[src/rtl/iopt_pkg.sv]
// Shared types for the I/O page-directory translator.
// Assumes: a single request in flight, so four phases are enough.
package iopt_pkg;

    typedef enum logic [1:0] {
        ST_IDLE  = 2'd0,
        ST_CHECK = 2'd1,
        ST_FETCH = 2'd2,
        ST_RESP  = 2'd3
    } iopt_state_e;

endpackage

[src/rtl/iopt_cfg_regs.sv]
// Configuration store: window base (bit 0 = enable), window mask and
// directory base. Each register has its own write strobe.
// Assumes: there is no read-back; the values reset to zero (window disabled).
module iopt_cfg_regs #(
    parameter int AW = 64
) (
    input  logic          clk,
    input  logic          rst_n,
    input  logic          base_we,
    input  logic [AW-1:0] base_wdata,
    input  logic          mask_we,
    input  logic [AW-1:0] mask_wdata,
    input  logic          dir_we,
    input  logic [AW-1:0] dir_wdata,
    output logic [AW-1:0] base_q,
    output logic [AW-1:0] mask_q,
    output logic [AW-1:0] dir_q
);

    // Register each field on its own strobe.
    always_ff @(posedge clk) begin
        if (!rst_n) begin
            base_q <= '0;
            mask_q <= '0;
            dir_q  <= '0;
        end else begin
            if (base_we) base_q <= base_wdata;
            if (mask_we) mask_q <= mask_wdata;
            if (dir_we)  dir_q  <= dir_wdata;
        end
    end

endmodule

[src/rtl/iopt_range_match.sv]
// Window decision: a hit needs the enable flag and a masked compare
// against the base with its flag bit cleared.
// Assumes: the address given is already page aligned.
module iopt_range_match #(
    parameter int AW = 64
) (
    input  logic [AW-1:0] addr,
    input  logic [AW-1:0] base,
    input  logic [AW-1:0] mask,
    output logic          hit
);

    logic [AW-1:0] base_cmp;

    // Form the comparison value and the hit flag.
    always_comb begin
        base_cmp = {base[AW-1:1], 1'b0};
        hit      = base[0] && ((addr & mask) == base_cmp);
    end

endmodule

[src/rtl/iopt_entry_decode.sv]
// Directory entry decode: the top bit is the valid flag. The page is the
// word with that flag and the offset bits removed.
// Assumes: the entry arrives already assembled as a little-endian word.
module iopt_entry_decode #(
    parameter int AW         = 64,
    parameter int PAGE_SHIFT = 12
) (
    input  logic [AW-1:0] entry,
    output logic          valid,
    output logic [AW-1:0] page
);

    localparam logic [AW-1:0] OFF_MASK  = {{(AW-PAGE_SHIFT){1'b0}}, {PAGE_SHIFT{1'b1}}};
    localparam logic [AW-1:0] FLAG_MASK = {1'b1, {(AW-1){1'b0}}};

    // Split the entry into its flag and its page address.
    always_comb begin
        valid = entry[AW-1];
        page  = entry & ~(FLAG_MASK | OFF_MASK);
    end

endmodule

[src/rtl/iopt_xlate.sv]
// I/O page-directory translator top. It accepts one address and picks
// either the default mapping or a directory walk, then holds the result
// until it is taken.
// Assumes: mem_rd_valid comes only while mem_rd_en is high, and
// req_dflt_map matches req_addr in the cycle of acceptance.
module iopt_xlate #(
    parameter int AW         = 64,
    parameter int PAGE_SHIFT = 12,
    parameter int LOW_W      = 32,
    parameter int ENTRY_LOG2 = 3
) (
    input  logic          clk,
    input  logic          rst_n,
    input  logic          req_valid,
    output logic          req_ready,
    input  logic [AW-1:0] req_addr,
    input  logic [AW-1:0] req_dflt_map,
    input  logic          cfg_base_we,
    input  logic [AW-1:0] cfg_base_wdata,
    input  logic          cfg_mask_we,
    input  logic [AW-1:0] cfg_mask_wdata,
    input  logic          cfg_dir_we,
    input  logic [AW-1:0] cfg_dir_wdata,
    output logic          mem_rd_en,
    output logic [AW-1:0] mem_rd_addr,
    input  logic          mem_rd_valid,
    input  logic [AW-1:0] mem_rd_data,
    output logic          rsp_valid,
    input  logic          rsp_ready,
    output logic [AW-1:0] rsp_page,
    output logic [AW-1:0] rsp_mask,
    output logic          rsp_ok
);
    import iopt_pkg::*;

    localparam logic [AW-1:0] OFF_MASK = {{(AW-PAGE_SHIFT){1'b0}}, {PAGE_SHIFT{1'b1}}};

    iopt_state_e   state_q;
    logic [AW-1:0] cfg_base, cfg_mask, cfg_dir;
    logic [AW-1:0] addr_q, dflt_q, sbase_q, smask_q, sdir_q, page_q;
    logic          ok_q;
    logic [AW-1:0] addr_al, dflt_now;
    logic          accept, hit, ent_valid;
    logic [AW-1:0] ent_page;

    iopt_cfg_regs #(.AW(AW)) u_cfg (
        .clk(clk), .rst_n(rst_n),
        .base_we(cfg_base_we), .base_wdata(cfg_base_wdata),
        .mask_we(cfg_mask_we), .mask_wdata(cfg_mask_wdata),
        .dir_we(cfg_dir_we),   .dir_wdata(cfg_dir_wdata),
        .base_q(cfg_base), .mask_q(cfg_mask), .dir_q(cfg_dir)
    );

    iopt_range_match #(.AW(AW)) u_match (
        .addr(addr_q), .base(sbase_q), .mask(smask_q), .hit(hit)
    );

    iopt_entry_decode #(.AW(AW), .PAGE_SHIFT(PAGE_SHIFT)) u_dec (
        .entry(mem_rd_data), .valid(ent_valid), .page(ent_page)
    );

    // Align the request and choose its default mapping at the port.
    always_comb begin
        addr_al  = req_addr & ~OFF_MASK;
        dflt_now = (addr_al[AW-1:LOW_W] == '0) ? (req_dflt_map & ~OFF_MASK) : addr_al;
        accept   = req_valid && (state_q == ST_IDLE);
    end

    // Sequence one request through check, optional fetch and response.
    always_ff @(posedge clk) begin
        if (!rst_n) begin
            state_q <= ST_IDLE;
            addr_q  <= '0;
            dflt_q  <= '0;
            sbase_q <= '0;
            smask_q <= '0;
            sdir_q  <= '0;
            page_q  <= '0;
            ok_q    <= 1'b0;
        end else begin
            case (state_q)
                ST_IDLE: if (accept) begin
                    addr_q  <= addr_al;
                    dflt_q  <= dflt_now;
                    sbase_q <= cfg_base;
                    smask_q <= cfg_mask;
                    sdir_q  <= cfg_dir;
                    state_q <= ST_CHECK;
                end
                ST_CHECK: if (hit) begin
                    state_q <= ST_FETCH;
                end else begin
                    page_q  <= dflt_q;
                    ok_q    <= 1'b1;
                    state_q <= ST_RESP;
                end
                ST_FETCH: if (mem_rd_valid) begin
                    page_q  <= ent_valid ? ent_page : '0;
                    ok_q    <= ent_valid;
                    state_q <= ST_RESP;
                end
                ST_RESP: if (rsp_ready) state_q <= ST_IDLE;
                default: state_q <= ST_IDLE;
            endcase
        end
    end

    // Drive the port outputs from the phase and the held results.
    always_comb begin
        req_ready   = (state_q == ST_IDLE);
        mem_rd_en   = (state_q == ST_FETCH);
        mem_rd_addr = sdir_q + ((addr_q >> PAGE_SHIFT) << ENTRY_LOG2);
        rsp_valid   = (state_q == ST_RESP);
        rsp_page    = page_q;
        rsp_mask    = OFF_MASK;
        rsp_ok      = ok_q;
    end

    p_rsp_stable_r9: assert property (@(posedge clk) disable iff (!rst_n)
        rsp_valid && !rsp_ready |=> rsp_valid && $stable(rsp_page) && $stable(rsp_ok));

    p_no_accept_r9: assert property (@(posedge clk) disable iff (!rst_n)
        rsp_valid |-> !req_ready);

    p_page_aligned_r2: assert property (@(posedge clk) disable iff (!rst_n)
        rsp_valid |-> (rsp_page & OFF_MASK) == '0);

    p_fault_zero_r7: assert property (@(posedge clk) disable iff (!rst_n)
        rsp_valid && !rsp_ok |-> rsp_page == '0);

    p_rd_hold_r5: assert property (@(posedge clk) disable iff (!rst_n)
        mem_rd_en && !mem_rd_valid |=> mem_rd_en && $stable(mem_rd_addr));

    p_cfg_isolated_r10: assert property (@(posedge clk) disable iff (!rst_n)
        mem_rd_en && !mem_rd_valid |=> $stable(sbase_q) && $stable(sdir_q));

endmodule

[config.mk]
export PLATFORM = sky130hd
export DESIGN_NAME = iopt_xlate
export DESIGN_NICKNAME = d
export VERILOG_FILES = /design/src/rtl/iopt_pkg.sv /design/src/rtl/iopt_cfg_regs.sv /design/src/rtl/iopt_range_match.sv /design/src/rtl/iopt_entry_decode.sv /design/src/rtl/iopt_xlate.sv
export SDC_FILE = /design/constraint.sdc
export NUM_CORES = 1
export LEC_CHECK = 0
export BUFFER_PORTS_ARGS = -buffer_cell sky130_fd_sc_hd__buf_2
export CAP_MARGIN = 40
export CORE_MARGIN = 2
export CORE_UTILIZATION = 30
export DETAILED_ROUTE_END_ITERATION = 6
export GPL_ROUTABILITY_DRIVEN = 0
export GPL_TIMING_DRIVEN = 0
export HOLD_SLACK_MARGIN = 0.02
export MAX_ROUTING_LAYER = met4
export PLACE_DENSITY = 0.51
export SLEW_MARGIN = 20
export SYNTH_ARGS = -nofsm -noshare
export SYNTH_HDL_FRONTEND = slang
export SYNTH_SLANG_ARGS = --single-unit
[constraint.sdc]
create_clock -name clk -period 4.6 [get_ports clk]
set_input_delay 0.23 -clock clk [delete_from_list [all_inputs] [get_ports clk]]
set_output_delay 0.23 -clock clk [all_outputs]
set_load 0.1 [all_outputs]
[Word level (Yosys, flattened, before mapping)]
Cells that the tools add are included.
Operators by class
  add/subtract/negate cells: 1
  eq/ne operators: 8
  muxes and demuxes: 13
  bitwise operators: 1
  reduce and logical (&&, ||, !) cells: 8
Operator list (count)
  64-bit 2-to-1 mux: 3
  64-bit one-hot mux with 2 select lines: 1
  64-bit by 55-bit adder with 64-bit output: 1
  64-bit bitwise AND: 1
  64-bit == test: 1
  63-bit 2-to-1 mux: 1
  32-bit logical NOT: 1
  2-bit one-hot mux with 4 select lines: 1
  2-bit 2-to-1 mux: 3
  2-bit by 1-bit inequality test with 1-bit output, second input constant: 3
  3-bit AND reduction: 2
  2-bit == test, second input constant: 2
  1-bit 2-to-1 mux: 3
  2-bit by 1-bit == test with 1-bit output, second input constant: 1
  1-bit logical AND: 2
  2-bit logical NOT: 1
  2-bit inequality test, second input constant: 1
  1-bit one-hot mux with 2 select lines: 1
  2-bit AND reduction: 1
  2-bit nonzero test: 1
Storage, ports and cells
  flip-flop bits (word level): 567
  output and inout port bits: 196
  logic and storage cells: 42

[Logic depth before layout (Yosys ltp)]
Gate-level depths: netlist of the first run.
  depth in word-level cells: 5
  gate-level depth with buffers: 10

[By module]
Synthesis of the first run repeated with hierarchy kept, for this count alone.
Unflattened totals
  cell total of the unflattened synthesis: 2937
  area total of the unflattened synthesis: 26225.2 um2
Modules (own cells, without submodules)
  iopt_xlate: instances 1, cells each 2099, area an instance 17342.9 um2, sequential area each 7267.0 um2
  iopt_cfg_regs: instances 1, cells each 618, area an instance 7357.1 um2, sequential area each 3843.7 um2
  iopt_range_match: instances 1, cells each 154, area an instance 1033.5 um2, sequential area each 0.0 um2
  iopt_entry_decode: instances 1, cells each 66, area an instance 491.7 um2, sequential area each 0.0 um2

[Least setup slack after synthesis of the first run]
Ideal clock, no wire load.
  path kind: register -> output
  start point: register addr_q[42]
  end point: output mem_rd_addr[48]
  data arrival time: 4.257 ns
  path slack: 0.113 ns
  stages on the path, launching flop included: 10
  buffers on the path: 1
  cells stage by stage: dfxtp_1 > ha_1 > clkbuf_1 > nand4_1 > nor3_1 > nand3_1 > o221ai_1 > a221o_1 > o21ai_0 > a221oi_1
Between the ends
  word-level cells in the longest chain between the ends: 1
RTL lines
  start: declaration: line iopt_xlate.sv:40  | logic [AW-1:0] addr_q, dflt_q, sbase_q, smask_q, sdir_q, page_q;
  start signal: assignment: line iopt_xlate.sv:83  | addr_q <= addr_al;
  64-bit by 55-bit adder with 64-bit output: line iopt_xlate.sv:112  | mem_rd_addr = sdir_q + ((addr_q >> PAGE_SHIFT) << ENTRY_LOG2);
  end: declaration: line iopt_xlate.sv:25  | output logic [AW-1:0] mem_rd_addr,
No other way between the ends.

[Worst setup path after layout of the first run]
  start point: register addr_q[12]
  end point: output mem_rd_addr[51]
Same word-level chain as after synthesis.

==> results.txt, run 1 <==
----------------------------------------------------
[Outcome]
  Result of the run ... complete, no violations

[Global routing]
  Wire length of the first global-routing pass ... 143000 µm
  Initial antenna violation count ... 7
  Vias in the first global route ... 22578
  Overflow left after global routing ... 0
  Total routing resource utilization after global routing ... 23.2%
  Largest net degree at the start of global routing ... 17

[Route]
  First-pass iteration count of the detailed router ... 5
  Number of design rule violations left after detail routing ... 0
  Mean routed wirelength per cell ... 20.0 µm
  Post-DR vias/cell ... 4.70
  Drt first-iter violations ... 1435
  Wire length after detailed routing ... 97700 µm
  Routed vias ... 22927
  Antenna-violating nets left ... 0

[Synthesis]
  Share of async-settable or async-resettable flops after synthesis ... 0%
  Yosys warning total ... 0
  Number of storage elements in the synthesis netlist ... 519
  Dominant combinational cell family by area after synthesis ... simple AND/OR/NAND/NOR gates
  Commonest cells in the synthesized netlist ... sky130_fd_sc_hd__nand2_1, sky130_fd_sc_hd__dfxtp_1, sky130_fd_sc_hd__a21boi_0, sky130_fd_sc_hd__mux2i_1, sky130_fd_sc_hd__nor2b_1
  EDFF count, synth ... 0
  Yosys top cell by area ... sky130_fd_sc_hd__dfxtp_1
  Mapped cell area ... 24500 µm²
  Post-synthesis area per instance ... 8.80 µm²
  Most frequent cell after synthesis ... sky130_fd_sc_hd__nand2_1
  Cell count after synthesis ... 2786
  Portion of the post-synthesis area used by sequential elements ... 42.4%
  Predominant post-synthesis flop cell ... sky130_fd_sc_hd__dfxtp_1
  Cells taking the most area after synthesis ... sky130_fd_sc_hd__dfxtp_1, sky130_fd_sc_hd__nand2_1, sky130_fd_sc_hd__mux2i_1
  Post-synthesis xor/xnor area fraction ... 3.39%
  Proportion of synthesized area in mux cells ... 8.33%
  Fraction of synthesized cell area taken by the top area cell type ... 42.4%
  Post-synth cell types ... 68
  Area fraction in and, or, nand and nor cells after synthesis ... 19.5%
  Synth Area in Adders ... 2.94%
  Post-synthesis compound-gate area fraction ... 17.6%

[Cells and area]
  Layout-stage area growth over the synthesis result ... 40.5%
  Storage cell area ... 10400 µm²
  Fill count ... 8135
  Layout cell share with drive strength beyond 1 ... 18.1%
  Multi-input combinational cell area ... 13000 µm²
  Net count reported at finish ... 4212

[Min path]
  Worst Hold Class ... primary input to register

[Timing]
  Unrepaired setup endpoints after global routing ... true
  Final hold violations ... 0
  Final worst-path setup slack ... 0.0829 ns
  Worst hold slack after final layout ... 0.0665 ns
  Maximum frequency from static timing analysis ... 221 MHz
  Tightest slew margin relative to the limit ... 44.0%
  Setup skew after layout ... 0.0208 ns
  Count of final max-slew check failures ... 0
  Transition at the pin with the smallest max-transition slack ... 0.840 ns
  Period utilisation layout ... 98.2%
  Shortest clock period the worst path allows after layout ... 4.52 ns
  Final setup violation count ... 0

[Critical path]
  Crit path launch type ... register
  Slowest CP cell ... sky130_fd_sc_hd__buf_2
  Crit path buffers/inverters ... 1
  Dominant delay contributor by cell family on the critical path ... compound AO/OA/AOI/OAI gates
  Kind of end point of the critical path ... primary output
  Cell-by-cell listing of the critical path ... ha_1 -> fa_1 -> a21o_1 -> a221oi_4 -> o22ai_4 -> o211ai_1 -> a21oi_2 -> a211oi_1 -> o21ai_0 -> xor2_1 -> buf_2
  Critical path class ... register to primary output
  Largest stage delay on the critical path ... 0.48 ns
  Arrival time at the worst endpoint ... 4.29 ns
  Worst Path Max Fanout ... 5
  Worst EP required ... 4.37 ns

[Clock tree]
  Cell at the root of the clock tree ... sky130_fd_sc_hd__clkbuf_16
  Clock Pin Slew Worst Setup and Hold Paths ... 0.06 ns
  Maximum number of buffers from clock root to sink ... 3
  # H-tree levels ... 2
  TritonCTS clock tree ... built
  Clk sinks ... 519
  Cts bufs inserted ... 58
  Worst-skew pair later-pin latency ... 0.64 ns

[Floorplan]
  Die boundary width ... 290 µm
  Height of the die ... 290 µm
  Std cell rows ... 104
  Initial standard-cell utilization of the core ... 30.4%
  Ports ... 588
  Die footprint ... 84000 µm²
  Placeable core region ... 80700 µm²

[Pwr]
  Power per Cell Area ... 531 nW/µm²
  Leakage power of the design ... 14.9 nW
  P_int ... 10.1 mW
  Net Switching ... 8.19 mW
  Switching power as a share of total power ... 44.8%
  Clock share of power ... 27.5%
  Portion of total power attributed to combinational logic ... 41.5%
  Sequential share of power ... 31.0%
  Highest ir drop seen on vdd ... 0.000394 V

[Placement]
  Pre-CTS setup slack ... 0.428 ns
  Count of port buffers added during placement ... 459
  Post-detailed-placement half-perimeter wirelength ... 75700 µm

[Flow run]
  Max capacitance violation total ... 0

----------------------------------------------------
[cells by family (layout without fill, tap and decap cells)]
group | after synthesis | in the layout
fa+ha+maj | 57 | 57
simple gates | 1018 | 1018
flops | 519 | 519
buf+inv | 284 | 1234
compound gates | 607 | 607
other cells | 2 | 83
xor+xnor | 95 | 95
mux | 204 | 204
[final timing paths]
check	start	to	slack, ns	depth (start not counted)
min reg2reg	rsp_ok	rsp_ok	0.44	2
max	addr_q[12]	mem_rd_addr[51]	0.08	11
min	req_addr[56]	addr_q[56]	0.07	3
max reg2reg	addr_q[15]	rsp_page[45]	1.64	10
[registers in the layout (all words and copies together), names as in the netlist]
| name | flops |
|---|---|
| state_q | 2 |
| rsp_page | 52 |
| dflt_q | 52 |
| u_cfg.mask_q | 52 |
| sbase_q | 64 |
| u_cfg.dir_q | 64 |
| sdir_q | 64 |
| addr_q | 52 |
| smask_q | 52 |
| u_cfg.base_q | 64 |
| rsp_ok | 1 |
[timing repair]
action                     in CTS  in global routing
hold buffers                  366                  0
pin swaps                       1                  1
hold endpoints to repair      334                  0
buffers inserted                2                  2
setup endpoints to repair      10                 17
resized for setup               4                 13
[layout make-up]
cell class	instances	area share [%]
Sequential cell	519	30.2
Buffer	267	3.96
Tap cell	1060	3.85
Multi-Input combinational cell	2057	37.8
Timing Repair Buffer	843	18.0
Clock inverter	28	1.16
Clock buffer	79	4.82
Inverter	17	0.185
Antenna cell	7	0.0509
[power groups by stage]
stage               Combinational, mW  Clock [mW]  Sequential (mW)
floorplan                        3.87           0             7.26
global placement                 7.23           0             5.76
detailed placement               7.27           0             5.76
CTS                              7.54        5.14             5.67
global route                     8.02        5.31             5.74
finish                           7.58        5.03             5.67
[stage by stage]
| stage | setup TNS [ns] | power, mW | cells | area [µm²] | utilization (%) |
|---|---|---|---|---|---|
| after global placement | 0 | 13.0 | 4379 | 28400 | 35.2 |
| final | 0 | 18.3 | 4877 | 34400 | 42.7 |
| after global routing | -0.0203 | 19.1 | 4877 | 34400 | 42.7 |
| after detailed placement | 0 | 13.0 | 4389 | 28600 | 35.4 |
| after CTS | 0 | 18.3 | 4864 | 34300 | 42.5 |
| after floorplan | 0 | 11.1 | 2860 | 24800 | - |
[metal layers]
layer | vias to the layer above | global-route usage [%] | share of wire [%]
met5 | - | - | 0
met4 | 0 | 7.79 | 3.6
met3 | 194 | 3.22 | 4.8
met2 | 648 | 37.8 | 47
met1 | 10702 | 29.6 | 45
li1 | 11383 | - | -
[cell usage in the layout, fill, tap and decap left out, drive strengths merged, types with 6 or more instances in the layout]
master,synthesis,routed
a21boi,237,237
a21o,16,16
a21oi,132,132
a221o,55,55
a31oi,11,11
and2,7,7
and3,62,62
buf,105,576
bufinv,0,8
clkbuf,162,247
clkinv,1,16
conb,2,76
dfxtp,519,519
diode,0,7
dlygate4sd3,0,366
ha,56,56
inv,16,19
mux2i,204,204
nand2,596,596
nand2b,54,54
nand3,15,15
nand4,26,26
nor2,37,37
nor2b,186,186
nor3,10,10
nor4,17,17
o211a,22,22
o211ai,6,6
o21a,6,6
o21ai,72,72
o21bai,10,10
xnor2,42,42
xor2,53,53
[tightest hold or removal path: cells and delay by family]
family	cells	cell delay, ns
AND/OR/NAND/NOR	1	0.16
AO/OA/AOI/OAI	1	0.10
buffers and inverters	1	0.15
(Power assumes the default switching activity.)
==> run 2: changes to the inputs <==
--- a/config.mk
+++ b/config.mk
@@ -9,6 +9,7 @@
 export CAP_MARGIN = 40
 export CORE_MARGIN = 2
 export CORE_UTILIZATION = 30
+export CTS_BUF_LIST = sky130_fd_sc_hd__clkbuf_2 sky130_fd_sc_hd__clkbuf_4 sky130_fd_sc_hd__clkbuf_8
 export DETAILED_ROUTE_END_ITERATION = 6
 export GPL_ROUTABILITY_DRIVEN = 0
 export GPL_TIMING_DRIVEN = 0
==> run 2 against run 1 <==
Worst hold slack improved by 0.040 ns. Register-to-register slack got worse by 0.03 ns. Critical path type unchanged. Count of clock-buffer cells in the layout increased by 74. Maximum frequency increased by 1.9%. First-iteration DRC count decreased by 2.0%. Sequential share of layout area decreased by 0.11 points. Global-route usage increased by 0.22 points. Setup slack improved by 0.083 ns.
==> results.txt, run 2 (synthesized netlist as in run 1, its figures left out) <==
----------------------------------------------------
[Timing]
  Shortest clock period the worst path allows after layout ... 4.43 ns
  Final setup violation count ... 0
  Transition at the pin with the smallest max-transition slack ... 0.832 ns
  Setup skew after layout ... 0.0420 ns
  Tightest slew margin relative to the limit ... 44.5%
  Unrepaired setup endpoints after global routing ... false
  Maximum frequency from static timing analysis ... 226 MHz
  Count of final max-slew check failures ... 0
  Summed negative setup slack over all endpoints ... 0 ns
  Period utilisation layout ... 96.4%
  Final hold violations ... 0

[Placement]
  Count of port buffers added during placement ... 459
  Post-detailed-placement half-perimeter wirelength ... 75700 µm

[Critical path]
  Worst Path Max Fanout ... 5
  Worst EP required ... 4.37 ns
  Critical path class ... register to primary output
  Arrival time at the worst endpoint ... 4.20 ns
  Kind of end point of the critical path ... primary output
  Crit path launch type ... register

[Route]
  First-pass iteration count of the detailed router ... 7
  Antenna-violating nets left ... 0
  Number of design rule violations left after detail routing ... 0
  Mean routed wirelength per cell ... 19.9 µm
  Wire length after detailed routing ... 98400 µm
  Drt first-iter violations ... 1406
  Post-DR vias/cell ... 4.70
  Routed vias ... 23243

[Clock tree]
  Clk sinks ... 519
  Cell at the root of the clock tree ... sky130_fd_sc_hd__clkbuf_8
  Maximum number of buffers from clock root to sink ... 3
  Clock Pin Slew Worst Setup and Hold Paths ... 0.06 ns
  TritonCTS clock tree ... built
  Worst-skew pair later-pin latency ... 0.73 ns
  # H-tree levels ... 3
  Cts bufs inserted ... 95

[Pwr]
  Switching power as a share of total power ... 45.6%
  Net Switching ... 8.26 mW
  Portion of total power attributed to combinational logic ... 42.0%
  Sequential share of power ... 31.3%
  Highest ir drop seen on vdd ... 0.000461 V
  Post-layout total power ... 18.1 mW
  Power per Cell Area ... 524 nW/µm²
  Clock share of power ... 26.7%
  Leakage power of the design ... 15.0 nW
  P_int ... 9.86 mW

[Cells and area]
  Net count reported at finish ... 4253
  Layout cell share with drive strength beyond 1 ... 19.7%
  Most common library cell in the layout ignoring fill and taps ... sky130_fd_sc_hd__nand2_1
  Top library cells by usage in the layout, fill and taps aside ... sky130_fd_sc_hd__nand2_1, sky130_fd_sc_hd__dfxtp_1, sky130_fd_sc_hd__buf_2, sky130_fd_sc_hd__dlygate4sd3_1, sky130_fd_sc_hd__a21boi_0
  Layout-stage area growth over the synthesis result ... 41.0%

[Floorplan]
  Ports ... 588
  Initial standard-cell utilization of the core ... 30.4%
  Die boundary width ... 290 µm
  Std cell rows ... 104
  Height of the die ... 290 µm
  Placeable core region ... 80700 µm²
  Die footprint ... 84000 µm²

[Global routing]
  Total routing resource utilization after global routing ... 23.4%
  Initial antenna violation count ... 7
  Largest net degree at the start of global routing ... 16
  Overflow left after global routing ... 0
  Wire length of the first global-routing pass ... 144000 µm
  Vias in the first global route ... 23031

[Min path]
  Worst Hold Class ... primary input to register

[Outcome]
  Result of the run ... complete, no violations

[Flow run]
  Max capacitance violation total ... 0

----------------------------------------------------
-- run 2: cell types whose count changed in the layout (fill, tap and decap cells not counted), sizes merged --
| cell | change |
|---|---|
| buf | -2 |
| bufinv | -5 |
| clkbuf | +75 |
| clkinv | -11 |
| clkinvlp | -1 |
| dlygate4sd3 | +5 |
| inv | +3 |
-- run 2: power by group through the flow --
stage	combinational, mW	clock [mW]	sequential (mW)
final	7.60	4.84	5.67
after floorplan	3.87	0	7.26
after CTS	7.56	4.93	5.67
after detailed placement	7.27	0	5.76
after global routing	8.03	5.15	5.74
after global placement	7.23	0	5.76
-- run 2: layout make-up --
type / instances / area (µm²)
plain buffers: 267 / 1360
well taps: 1060 / 1330
inverters: 17 / 63.8
clock inverters: 14 / 206
repair buffers: 847 / 6280
clock buffers: 153 / 1860
flip-flops and latches: 519 / 10400
multi-input cells: 2057 / 13000
diodes: 7 / 17.5
fillers: 8185 / 46100
-- run 2: what timing repair did --
action / 4_1_cts / 5_1_grt
hold endpoints to repair: 339 / 0
gates resized for setup: 17 / 18
buffers inserted: 2 / 1
gates cloned: 0 / 0
endpoints found under the setup margin: 18 / 21
hold buffers: 371 / 0
pin swaps: 1 / 1
-- run 2: critical path, stage by stage, from the launching register on --
cell	delay, ns
sky130_fd_sc_hd__dfxtp_1	0.39
sky130_fd_sc_hd__ha_1	0.26
sky130_fd_sc_hd__fa_1	0.40
sky130_fd_sc_hd__a21o_1	0.24
sky130_fd_sc_hd__a221oi_4	0.33
sky130_fd_sc_hd__o22ai_4	0.17
sky130_fd_sc_hd__o211ai_1	0.36
sky130_fd_sc_hd__a21oi_2	0.18
sky130_fd_sc_hd__a211oi_1	0.34
sky130_fd_sc_hd__o21ai_0	0.16
sky130_fd_sc_hd__xor2_1	0.27
sky130_fd_sc_hd__buf_4	0.35
-- run 2: per-layer routing --
metal | track usage (%) | up-vias | share of wire, %
met5 | - | - | 0
met3 | 3.29 | 202 | 4.5
met1 | 29.5 | 10869 | 45
li1 | - | 11459 | -
met2 | 37.9 | 713 | 47
met4 | 9.11 | 0 | 3.7
-- run 2: worst paths after layout --
| kind | from | endpoint | slack [ns] | cells past startpoint |
|---|---|---|---|---|
| worst max register to register | addr_q[22] | rsp_page[51] | 1.61 | 10 |
| worst min-delay path | req_valid | state_q[0] | 0.11 | 4 |
| worst max-delay path | addr_q[12] | mem_rd_addr[51] | 0.17 | 11 |
| worst min register to register | u_cfg.dir_q[43] | sdir_q[43] | 0.44 | 2 |
-- run 2: per-stage QoR --
stage               utilization (%)  setup slack (ns)  std cells  hold WS, ns  instance area [µm²]
global placement               35.2             0.441       4379        0.431                28400
floorplan                         -             0.113       2860        0.375                24800
global route                   42.8           0.00442       4941        0.158                34600
detailed placement             35.4             0.428       4389        0.437                28600
finish                         42.8             0.166       4941        0.107                34600
CTS                            42.7           0.00606       4929       0.0499                34400
==> run 3: changes to the inputs <==
--- a/config.mk
+++ b/config.mk
@@ -7,15 +7,16 @@
 export LEC_CHECK = 0
 export BUFFER_PORTS_ARGS = -buffer_cell sky130_fd_sc_hd__buf_2
 export CAP_MARGIN = 40
-export CORE_MARGIN = 2
 export CORE_UTILIZATION = 30
 export CTS_BUF_LIST = sky130_fd_sc_hd__clkbuf_2 sky130_fd_sc_hd__clkbuf_4 sky130_fd_sc_hd__clkbuf_8
+export CTS_CLUSTER_SIZE = 10
 export DETAILED_ROUTE_END_ITERATION = 6
 export GPL_ROUTABILITY_DRIVEN = 0
 export GPL_TIMING_DRIVEN = 0
 export HOLD_SLACK_MARGIN = 0.02
 export MAX_ROUTING_LAYER = met4
 export PLACE_DENSITY = 0.51
+export RECOVER_POWER = 50
 export SLEW_MARGIN = 20
 export SYNTH_ARGS = -nofsm -noshare
 export SYNTH_HDL_FRONTEND = slang
==> run 3 against run 2 <==
The flow now finishes with violations (design-rule violations). Flip-flop and latch count is the same. Register-to-register slack got worse by 0.33 ns. Highest routed layer unchanged. Utilization decreased by 0.31 points. Clock power shrank 3%. Global-route usage decreased by 0.087 points. Setup slack got worse by 0.023 ns. Critical path type unchanged. Critical path depth increased by 1. Clock skew down 0.011 ns. Maximum frequency decreased by 0.52%.
==> results.txt, run 3 (synthesized netlist as in run 1, its figures left out) <==
----------------------------------------------------
[Critical path]
  Reg2reg end ... dflt_q[37]
  R2r startpoint ... state_q[1]
  Kind of end point of the critical path ... primary output
  Worst reg2reg path depth ... 8
  Arrival time at the worst endpoint ... 4.23 ns
  Reg2reg setup slack ... 1.28 ns
  Crit path launch type ... register
  Worst EP required ... 4.37 ns
  Critical path capture point ... mem_rd_addr[25]
  Worst Path Max Fanout ... 5
  Critical path class ... register to primary output
  Setup crit start ... addr_q[12]

[Clock tree]
  # H-tree levels ... 3
  Worst-skew pair later-pin latency ... 0.69 ns
  Maximum number of buffers from clock root to sink ... 3
  TritonCTS clock tree ... built
  Cts bufs inserted ... 94
  Cell at the root of the clock tree ... sky130_fd_sc_hd__clkbuf_8
  Clk sinks ... 519
  Clock Pin Slew Worst Setup and Hold Paths ... 0.06 ns

[Timing]
  Transition at the pin with the smallest max-transition slack ... 1.41 ns
  Final hold violations ... 0
  Period utilisation layout ... 96.9%
  Final setup violation count ... 0
  Unrepaired setup endpoints after global routing ... false
  Maximum frequency from static timing analysis ... 224 MHz
  Count of final max-slew check failures ... 0
  Setup skew after layout ... 0.0311 ns
  Summed negative setup slack over all endpoints ... 0 ns
  Worst hold slack after final layout ... 0.115 ns
  Shortest clock period the worst path allows after layout ... 4.46 ns
  Tightest slew margin relative to the limit ... 6.27%

[Cells and area]
  Layout cell share with drive strength beyond 1 ... 17.8%
  Top library cells by usage in the layout, fill and taps aside ... sky130_fd_sc_hd__nand2_1, sky130_fd_sc_hd__dfxtp_1, sky130_fd_sc_hd__buf_2, sky130_fd_sc_hd__dlygate4sd3_1, sky130_fd_sc_hd__a21boi_0
  Storage cell area ... 10400 µm²
  Layout-stage area growth over the synthesis result ... 40.0%
  Fill count ... 8313
  Most common library cell in the layout ignoring fill and taps ... sky130_fd_sc_hd__nand2_1
  Multi-input combinational cell area ... 13000 µm²
  Number of standard cells in the final layout excluding fillers ... 4938
  Net count reported at finish ... 4248

[Route]
  Drt first-iter violations ... 1338
  Wire length after detailed routing ... 97800 µm
  First-pass iteration count of the detailed router ... 7
  Mean routed wirelength per cell ... 19.8 µm
  Post-DR vias/cell ... 4.72
  Antenna-violating nets left ... 0
  Routed vias ... 23307
  Number of design rule violations left after detail routing ... 112

[Floorplan]
  Die footprint ... 82800 µm²
  Ports ... 588
  Placeable core region ... 80700 µm²
  Std cell rows ... 104
  Initial standard-cell utilization of the core ... 30.4%
  Die boundary width ... 288 µm
  Height of the die ... 288 µm

[Placement]
  Cell Count Post-Placement ... 4390
  Post-detailed-placement half-perimeter wirelength ... 75200 µm
  Count of port buffers added during placement ... 459

[Pwr]
  Leakage power of the design ... 14.7 nW
  Highest ir drop seen on vdd ... 0.000397 V
  Power per Cell Area ... 522 nW/µm²

[Min path]
  Startpoint of the tightest hold check path ... req_valid
  Worst Hold Class ... primary input to register

[Global routing]
  Initial antenna violation count ... 9
  Overflow left after global routing ... 0
  Wire length of the first global-routing pass ... 140000 µm
  Total routing resource utilization after global routing ... 23.3%
  Largest net degree at the start of global routing ... 14
  Vias in the first global route ... 22818

[Outcome]
  Violated checks ... design-rule violations
  Result of the run ... finished with violations

[Flow run]
  Max capacitance violation total ... 0

----------------------------------------------------
-- run 3: worst min-delay path by stage --
stage                                  end  slack [ns]  cells after the start
after floorplan                 addr_q[12]        0.37                      2
after global routing          rsp_page[62]        0.08                      4
final                           state_q[0]        0.11                      4
after detailed placement            rsp_ok        0.44                      2
after global placement              rsp_ok        0.43                      2
after CTS                 u_cfg.mask_q[63]        0.03                      4
-- run 3: power breakdown --
part           switching (mW)  internal (mW)  total (mW)
clock                    2.04           2.66        4.71
combinational            5.66           1.84        7.51
sequential              0.494           5.19        5.68
-- run 3: final cells by class --
cell class              count  area share [%]
clock inverters            12           0.252
clock buffers             155            5.67
repair buffers            843            17.8
plain buffers             267            3.96
well taps                1060            3.87
inverters                  17           0.186
flip-flops and latches    519            30.3
diodes                      8          0.0584
multi-input cells        2057            38.0
-- run 3: critical path, cell delays in order (launching register included) --
cell and delay, ns:
sky130_fd_sc_hd__dfxtp_1 0.38, sky130_fd_sc_hd__ha_1 0.26, sky130_fd_sc_hd__fa_1 0.40, sky130_fd_sc_hd__a21o_1 0.24
sky130_fd_sc_hd__a221oi_4 0.37, sky130_fd_sc_hd__o22ai_4 0.18, sky130_fd_sc_hd__a2111oi_4 0.38, sky130_fd_sc_hd__buf_6 0.18
sky130_fd_sc_hd__buf_4 0.13, sky130_fd_sc_hd__inv_1 0.04, sky130_fd_sc_hd__a31oi_1 0.19, sky130_fd_sc_hd__xnor2_1 0.31
sky130_fd_sc_hd__clkbuf_4 0.47
-- run 3: through the flow --
stage	utilization, %	instance area (µm²)	total power [mW]	worst slack, ns
2_1_floorplan	-	24800	11.1	0.113
3_3_place_gp	35.2	28400	13.0	0.422
3_5_place_dp	35.4	28500	13.0	0.421
4_1_cts	42.5	34300	18.0	0.00134
5_1_grt	42.5	34300	18.7	0.00188
6_report	42.5	34300	17.9	0.142
-- run 3: per-layer routing --
metal	vias to the layer above	part of all wire (%)	global-route usage [%]
met4	0	3.8	9.58
met3	209	4.9	3.54
met1	10931	44	29.0
met2	732	47	37.6
li1	11435	-	-
met5	-	0	-
-- run 3: what timing repair did --
| item | 4_1_cts | 5_1_grt |
|---|---|---|
| hold buffers | 366 | 1 |
| pin swaps | 1 | 1 |
| setup endpoints to repair | 16 | 21 |
| hold endpoints to repair | 338 | 2 |
| setup buffers | 2 | 1 |
| gates resized for setup | 11 | 22 |
